$ cat src/rtl/lcdcr_pkg.sv
package lcdcr_pkg;

    typedef enum logic [2:0] {
        CMD_NONE,
        CMD_MODE,
        CMD_PTR,
        CMD_DEV,
        CMD_BANK,
        CMD_BLINK
    } cmd_kind_e;

    typedef struct packed {
        logic       lp;
        logic       en;
        logic       bias;
        logic [1:0] mux;
    } mode_cfg_t;

    typedef struct packed {
        logic bank_in;
        logic bank_out;
    } bank_cfg_t;

    typedef struct packed {
        logic       alt;
        logic [1:0] freq;
    } blink_cfg_t;

    typedef struct packed {
        cmd_kind_e  kind;
        logic       more;
        logic [6:0] arg;
    } cmd_dec_t;

endpackage

$ cat src/rtl/lcdcr_cmd_decode.sv
module lcdcr_cmd_decode
    import lcdcr_pkg::*;
(
    input  logic [7:0] cmd_byte_i,
    output cmd_dec_t   dec_o
);

    always_comb begin
        dec_o.more = cmd_byte_i[7];
        dec_o.arg  = cmd_byte_i[6:0];
        casez (cmd_byte_i[6:2])
            5'b0????: dec_o.kind = CMD_PTR;
            5'b10???: dec_o.kind = CMD_MODE;
            5'b1100?: dec_o.kind = CMD_DEV;
            5'b1110?: dec_o.kind = CMD_BLINK;
            5'b11110: dec_o.kind = CMD_BANK;
            default:  dec_o.kind = CMD_NONE;
        endcase
    end

endmodule

$ cat src/rtl/lcdcr_addr_step.sv
module lcdcr_addr_step #(
    parameter int PTR_W    = 6,
    parameter int SUB_W    = 3,
    parameter int PTR_LAST = 39
) (
    input  logic [PTR_W-1:0] ptr_i,
    input  logic [SUB_W-1:0] sub_i,
    output logic [PTR_W-1:0] ptr_nx_o,
    output logic [SUB_W-1:0] sub_nx_o
);

    localparam logic [PTR_W-1:0] LAST_PTR = PTR_W'(PTR_LAST);

    always_comb begin
        if (ptr_i >= LAST_PTR) begin
            ptr_nx_o = '0;
            sub_nx_o = sub_i + 1'b1;
        end else begin
            ptr_nx_o = ptr_i + 1'b1;
            sub_nx_o = sub_i;
        end
    end

endmodule

$ cat src/rtl/lcd_cmd_router.sv
module lcd_cmd_router
    import lcdcr_pkg::*;
#(
    parameter int PTR_W    = 6,
    parameter int SUB_W    = 3,
    parameter int PTR_LAST = 39
) (
    input  logic             clk,
    input  logic             rst_n,
    input  logic             start_i,
    input  logic             byte_valid_i,
    input  logic [7:0]       byte_i,
    input  logic [SUB_W-1:0] strap_i,
    output logic             ack_o,
    output logic             data_phase_o,
    output logic             wr_en_o,
    output logic [PTR_W-1:0] wr_addr_o,
    output logic [7:0]       wr_data_o,
    output logic [PTR_W-1:0] ptr_o,
    output logic [SUB_W-1:0] sub_o,
    output logic             mode_lp_o,
    output logic             mode_en_o,
    output logic             mode_bias_o,
    output logic [1:0]       mode_mux_o,
    output logic             bank_in_o,
    output logic             bank_out_o,
    output logic             blink_alt_o,
    output logic [1:0]       blink_freq_o
);

    localparam int PTR_FIELD_W = 6;
    localparam int SUB_FIELD_W = 3;

    typedef struct packed {
        logic             data_ph;
        logic [PTR_W-1:0] ptr;
        logic [SUB_W-1:0] sub;
        mode_cfg_t        mode;
        bank_cfg_t        bank;
        blink_cfg_t       blink;
        logic             wr_en;
        logic [PTR_W-1:0] wr_addr;
        logic [7:0]       wr_data;
    } state_t;

    state_t           st_d, st_q;
    cmd_dec_t         dec;
    logic [PTR_W-1:0] ptr_nx;
    logic [SUB_W-1:0] sub_nx;
    logic             cmd_ph;
    logic             sub_match;

    lcdcr_cmd_decode i_dec (
        .cmd_byte_i (byte_i),
        .dec_o      (dec)
    );

    lcdcr_addr_step #(
        .PTR_W    (PTR_W),
        .SUB_W    (SUB_W),
        .PTR_LAST (PTR_LAST)
    ) i_step (
        .ptr_i    (st_q.ptr),
        .sub_i    (st_q.sub),
        .ptr_nx_o (ptr_nx),
        .sub_nx_o (sub_nx)
    );

    assign cmd_ph    = start_i | ~st_q.data_ph;
    assign sub_match = (st_q.sub == strap_i);

    always_comb begin
        st_d       = st_q;
        st_d.wr_en = 1'b0;
        if (start_i) begin
            st_d.data_ph = 1'b0;
        end
        if (byte_valid_i) begin
            if (cmd_ph) begin
                st_d.data_ph = ~dec.more;
                case (dec.kind)
                    CMD_MODE: begin
                        st_d.mode.lp   = dec.arg[4];
                        st_d.mode.en   = dec.arg[3];
                        st_d.mode.bias = dec.arg[2];
                        st_d.mode.mux  = dec.arg[1:0];
                    end
                    CMD_PTR: begin
                        st_d.ptr = PTR_W'(dec.arg[PTR_FIELD_W-1:0]);
                    end
                    CMD_DEV: begin
                        st_d.sub = SUB_W'(dec.arg[SUB_FIELD_W-1:0]);
                    end
                    CMD_BANK: begin
                        st_d.bank.bank_in  = dec.arg[1];
                        st_d.bank.bank_out = dec.arg[0];
                    end
                    CMD_BLINK: begin
                        st_d.blink.alt  = dec.arg[2];
                        st_d.blink.freq = dec.arg[1:0];
                    end
                    default: begin
                    end
                endcase
            end else begin
                st_d.wr_en   = sub_match;
                st_d.wr_addr = st_q.ptr;
                st_d.wr_data = byte_i;
                st_d.ptr     = ptr_nx;
                st_d.sub     = sub_nx;
            end
        end
    end

    always_ff @(posedge clk or negedge rst_n) begin
        if (!rst_n) begin
            st_q <= '0;
        end else begin
            st_q <= st_d;
        end
    end

    assign ack_o        = byte_valid_i & (cmd_ph | sub_match);
    assign data_phase_o = st_q.data_ph;
    assign wr_en_o      = st_q.wr_en;
    assign wr_addr_o    = st_q.wr_addr;
    assign wr_data_o    = st_q.wr_data;
    assign ptr_o        = st_q.ptr;
    assign sub_o        = st_q.sub;
    assign mode_lp_o    = st_q.mode.lp;
    assign mode_en_o    = st_q.mode.en;
    assign mode_bias_o  = st_q.mode.bias;
    assign mode_mux_o   = st_q.mode.mux;
    assign bank_in_o    = st_q.bank.bank_in;
    assign bank_out_o   = st_q.bank.bank_out;
    assign blink_alt_o  = st_q.blink.alt;
    assign blink_freq_o = st_q.blink.freq;

endmodule

$ cat config.mk
export PLATFORM = sky130hd
export DESIGN_NAME = lcd_cmd_router
export DESIGN_NICKNAME = d
export VERILOG_FILES = /design/src/rtl/lcdcr_pkg.sv /design/src/rtl/lcdcr_cmd_decode.sv /design/src/rtl/lcdcr_addr_step.sv /design/src/rtl/lcd_cmd_router.sv
export SDC_FILE = /design/constraint.sdc
export NUM_CORES = 1
export LEC_CHECK = 0
export BUFFER_PORTS_ARGS = -buffer_cell sky130_fd_sc_hd__buf_2
export CORE_MARGIN = 2
export CORE_UTILIZATION = 53
export DETAILED_ROUTE_END_ITERATION = 6
export PLACE_DENSITY_LB_ADDON = 0.15
export SYNTH_ARGS = -nofsm -noshare
export SYNTH_HDL_FRONTEND = slang
export SYNTH_SLANG_ARGS = --single-unit
$ cat constraint.sdc
create_clock -name clk -period 2.9 [get_ports clk]
set_input_delay 0.145 -clock clk [delete_from_list [all_inputs] [get_ports clk]]
set_output_delay 0.145 -clock clk [all_outputs]
set_load 0.02 [all_outputs]
==> results.yml <==
drt:
  drtIter0Drc: 76
  drcViolationCount: 0
  wl_um: 3430
  routed_via_density: 5.69
  vias: 1264
  drt_first_pass_iters: 4
  drt-wirelength-per-cell_um: 15.5
  m1WireLength_um: 1470
  ant_nets: 0
  wl_met3_um: 245
  top_layer: "met4"
  dr_wl_met2_um: 1680
clocking:
  clock_sinks: 35
  cts_tree: "built"
  cts_root_buf: "clkbuf_4"
  post_cts_buffers: 0
  insertion_delay_ns: 0.33
  numCtsBuffers: 5
  ctsResizeCount: 0
  clk_path_buf_depth: 2
  holdBufCountCts: 2
  cts_max_level: 2
  path_clk_slew_ns: 0.10
die:
  rows: 19
  core_sq_mm: 0.00278
  ioPinCount: 51
  start_util_pct: 56.5
  die_area_sq_mm: 0.00342
  fp.dieH_um: 58.5
  die_w_um: 58.5
critical_path:
  arrival_ns: 2.30
  critPathKind: "reg -> reg"
  worstSetupEndpointType: "flop"
  reg2reg_depth: 3
  slowest_delay_ns: 0.58
  startpoint: "data_phase_o"
  worstPathCellList: "nor2b_1 > nand2_1 > mux2_2"
  timing.rr.end: "wr_addr_o[1]"
  reg2reg_slack_ns: 0.82
  slowest_stage: "nand2_1"
  crit_fanout: 19
  cp-endpoint: "wr_addr_o[1]"
  startpoint_type: "flop"
  required_ns: 3.13
  timing.rr.start: "data_phase_o"
synth:
  synthCells: 135
  async_flop_share_pct: 100
  yosys_warnings: 0
  ys_top_cells_by_area: "dfrtp_1, mux2_2, mux2_4, a21oi_1, o21ai_0"
  synth_most_common_cell: "dfrtp_1"
  ys_seq_area_share_pct: 55.7
  ys_types: 31
  syn_avg_cell_area_sq_um: 11.6
  synth_edf_count: 0
  syn_nets: 152
  synth_ff_type: "dfrtp_1"
  syn_area_sq_mm: 0.00157
  synth_top_area_share_pct: 55.7
  ys_ff_latch: 35
  synth_top_cell_by_area: "dfrtp_1"
  synth_commonest_cells: "dfrtp_1, mux2_2, nand2_1, a21oi_1, o21ai_0"
layout:
  fillCellCount: 218
  finalNetCount: 207
  final_area_sq_mm: 0.00193
  drive_gt1_share_pct: 41.9
  syn2layout_area_growth_pct: 22.9
  num_antenna_cells: 0
timing:
  fmax_ghz: 0.481
  skew_ns: 0.00704
  tightest_slew_ns: 0.756
  hold_viol_final: 0
  rsz0062_at_grt: "false"
  finalCriticalPeriod_ns: 2.08
  timing.final.crit_share_pct: 71.6
  setup_viol: 0
  finalMaxSlewViolations: 0
  tns_ns: 0
  maxSlewHeadroom_pct: 49.6
min_path:
  hold_class: "in -> reg"
job:
  maxCapViolCount: 0
placed_design:
  place_area_sq_mm: 0.00184
  hpwl_um: 2500
  gp_congestion: 0.845
  io_buffers: 50
power:
  ir_drop_mv: 0.627
  power_density_mw_per_mm2: 766
  total_power_mw: 1.48
  leakagePower_nw: 0.947
grt:
  grt_pass1_vias: 1199
  antenna_found_initial: 0
  grt_first_pass_wirelength_um: 5610
  grt_max_degree: 36
  grt_usage_pct: 22.0
  grt_overflow: 0
run_status:
  status: "complete, no violations"
==> layout make-up <==
cell class	count	area [sq um]	share of cell area (%)
Sequential cell	35	876	45.4
Multi-Input combinational cell	90	654	33.9
Tap cell	31	38.8	2.01
Clock buffer	8	68.8	3.56
Inverter	6	22.5	1.17
Timing Repair Buffer	52	270	14.0
==> cell families after synthesis <==
kind of cell | synth area share (%)
adder cells (fa/ha/maj) | 1.59
AND/OR/NAND/NOR | 9.63
multiplexers | 16.2
XOR/XNOR | 1.67
buffers and inverters | 2.63
flip-flops | 55.7
AO/OA/AOI/OAI | 12.5
==> worst max-delay path, delay by kind of cell, from the launching register on <==
| family | cells | cell delay, ns |
|---|---|---|
| mux | 1 | 0.44 |
| flops | 1 | 0.38 |
| simple gates | 2 | 1.15 |
==> sequential cells by signal, summed over array words and instances, names as in the netlist <==
| register | flops |
|---|---|
| sub_o | 3 |
| wr_addr_o | 6 |
| mode_lp_o | 1 |
| ptr_o | 6 |
| wr_en_o | 1 |
| bank_out_o | 1 |
| mode_bias_o | 1 |
| mode_mux_o | 2 |
| blink_freq_o | 2 |
| mode_en_o | 1 |
| blink_alt_o | 1 |
| data_phase_o | 1 |
| wr_data_o | 8 |
| bank_in_o | 1 |
==> per-stage QoR <==
stage	instances	hold WS (ns)	setup WS (ns)	util (%)
finish	222	0.111	0.823	69.4
global route	222	0.101	0.629	69.4
CTS	222	0.0939	0.840	69.4
detailed placement	212	0.264	0.874	66.2
global placement	212	0.246	1.04	66.2
floorplan	135	-0.151	1.20	-
==> report_power, final <==
| part | internal, mW | switching (mW) |
|---|---|---|
| Clock | 0.143 | 0.154 |
| Combinational | 0.204 | 0.294 |
| Sequential | 0.601 | 0.0829 |
| Total | 0.948 | 0.531 |
==> how the worst min path moves through the flow <==
stage / endpoint / cells after the start / slack (ns) / startpoint
after global placement: mode_lp_o / 1 / 0.25 / rst_n
after CTS: wr_data_o[5] / 2 / 0.09 / byte_i[5]
after floorplan: bank_in_o / 0 / -0.15 / rst_n
after detailed placement: wr_addr_o[1] / 1 / 0.26 / rst_n
final: wr_en_o / 4 / 0.11 / strap_i[0]
after global routing: wr_data_o[5] / 2 / 0.10 / byte_i[5]
==> cells in the final DEF, fill, tap and decap left out, drive strengths merged, types with 3 or more instances in the layout <==
cell type and count:
buf 50, inv 5, nor2 3, clkbuf 8, mux2 21, xnor2 3, a21oi 11, nand2 12
nand3 8, o21ai 12, dfrtp 35
==> layer usage <==
metal	global-route usage, %	up-vias
li1	-	593
met1	29.1	602
met2	34.8	64
met3	4.62	5
met4	9.97	0
met5	0	-
(Power assumes the default switching activity.)
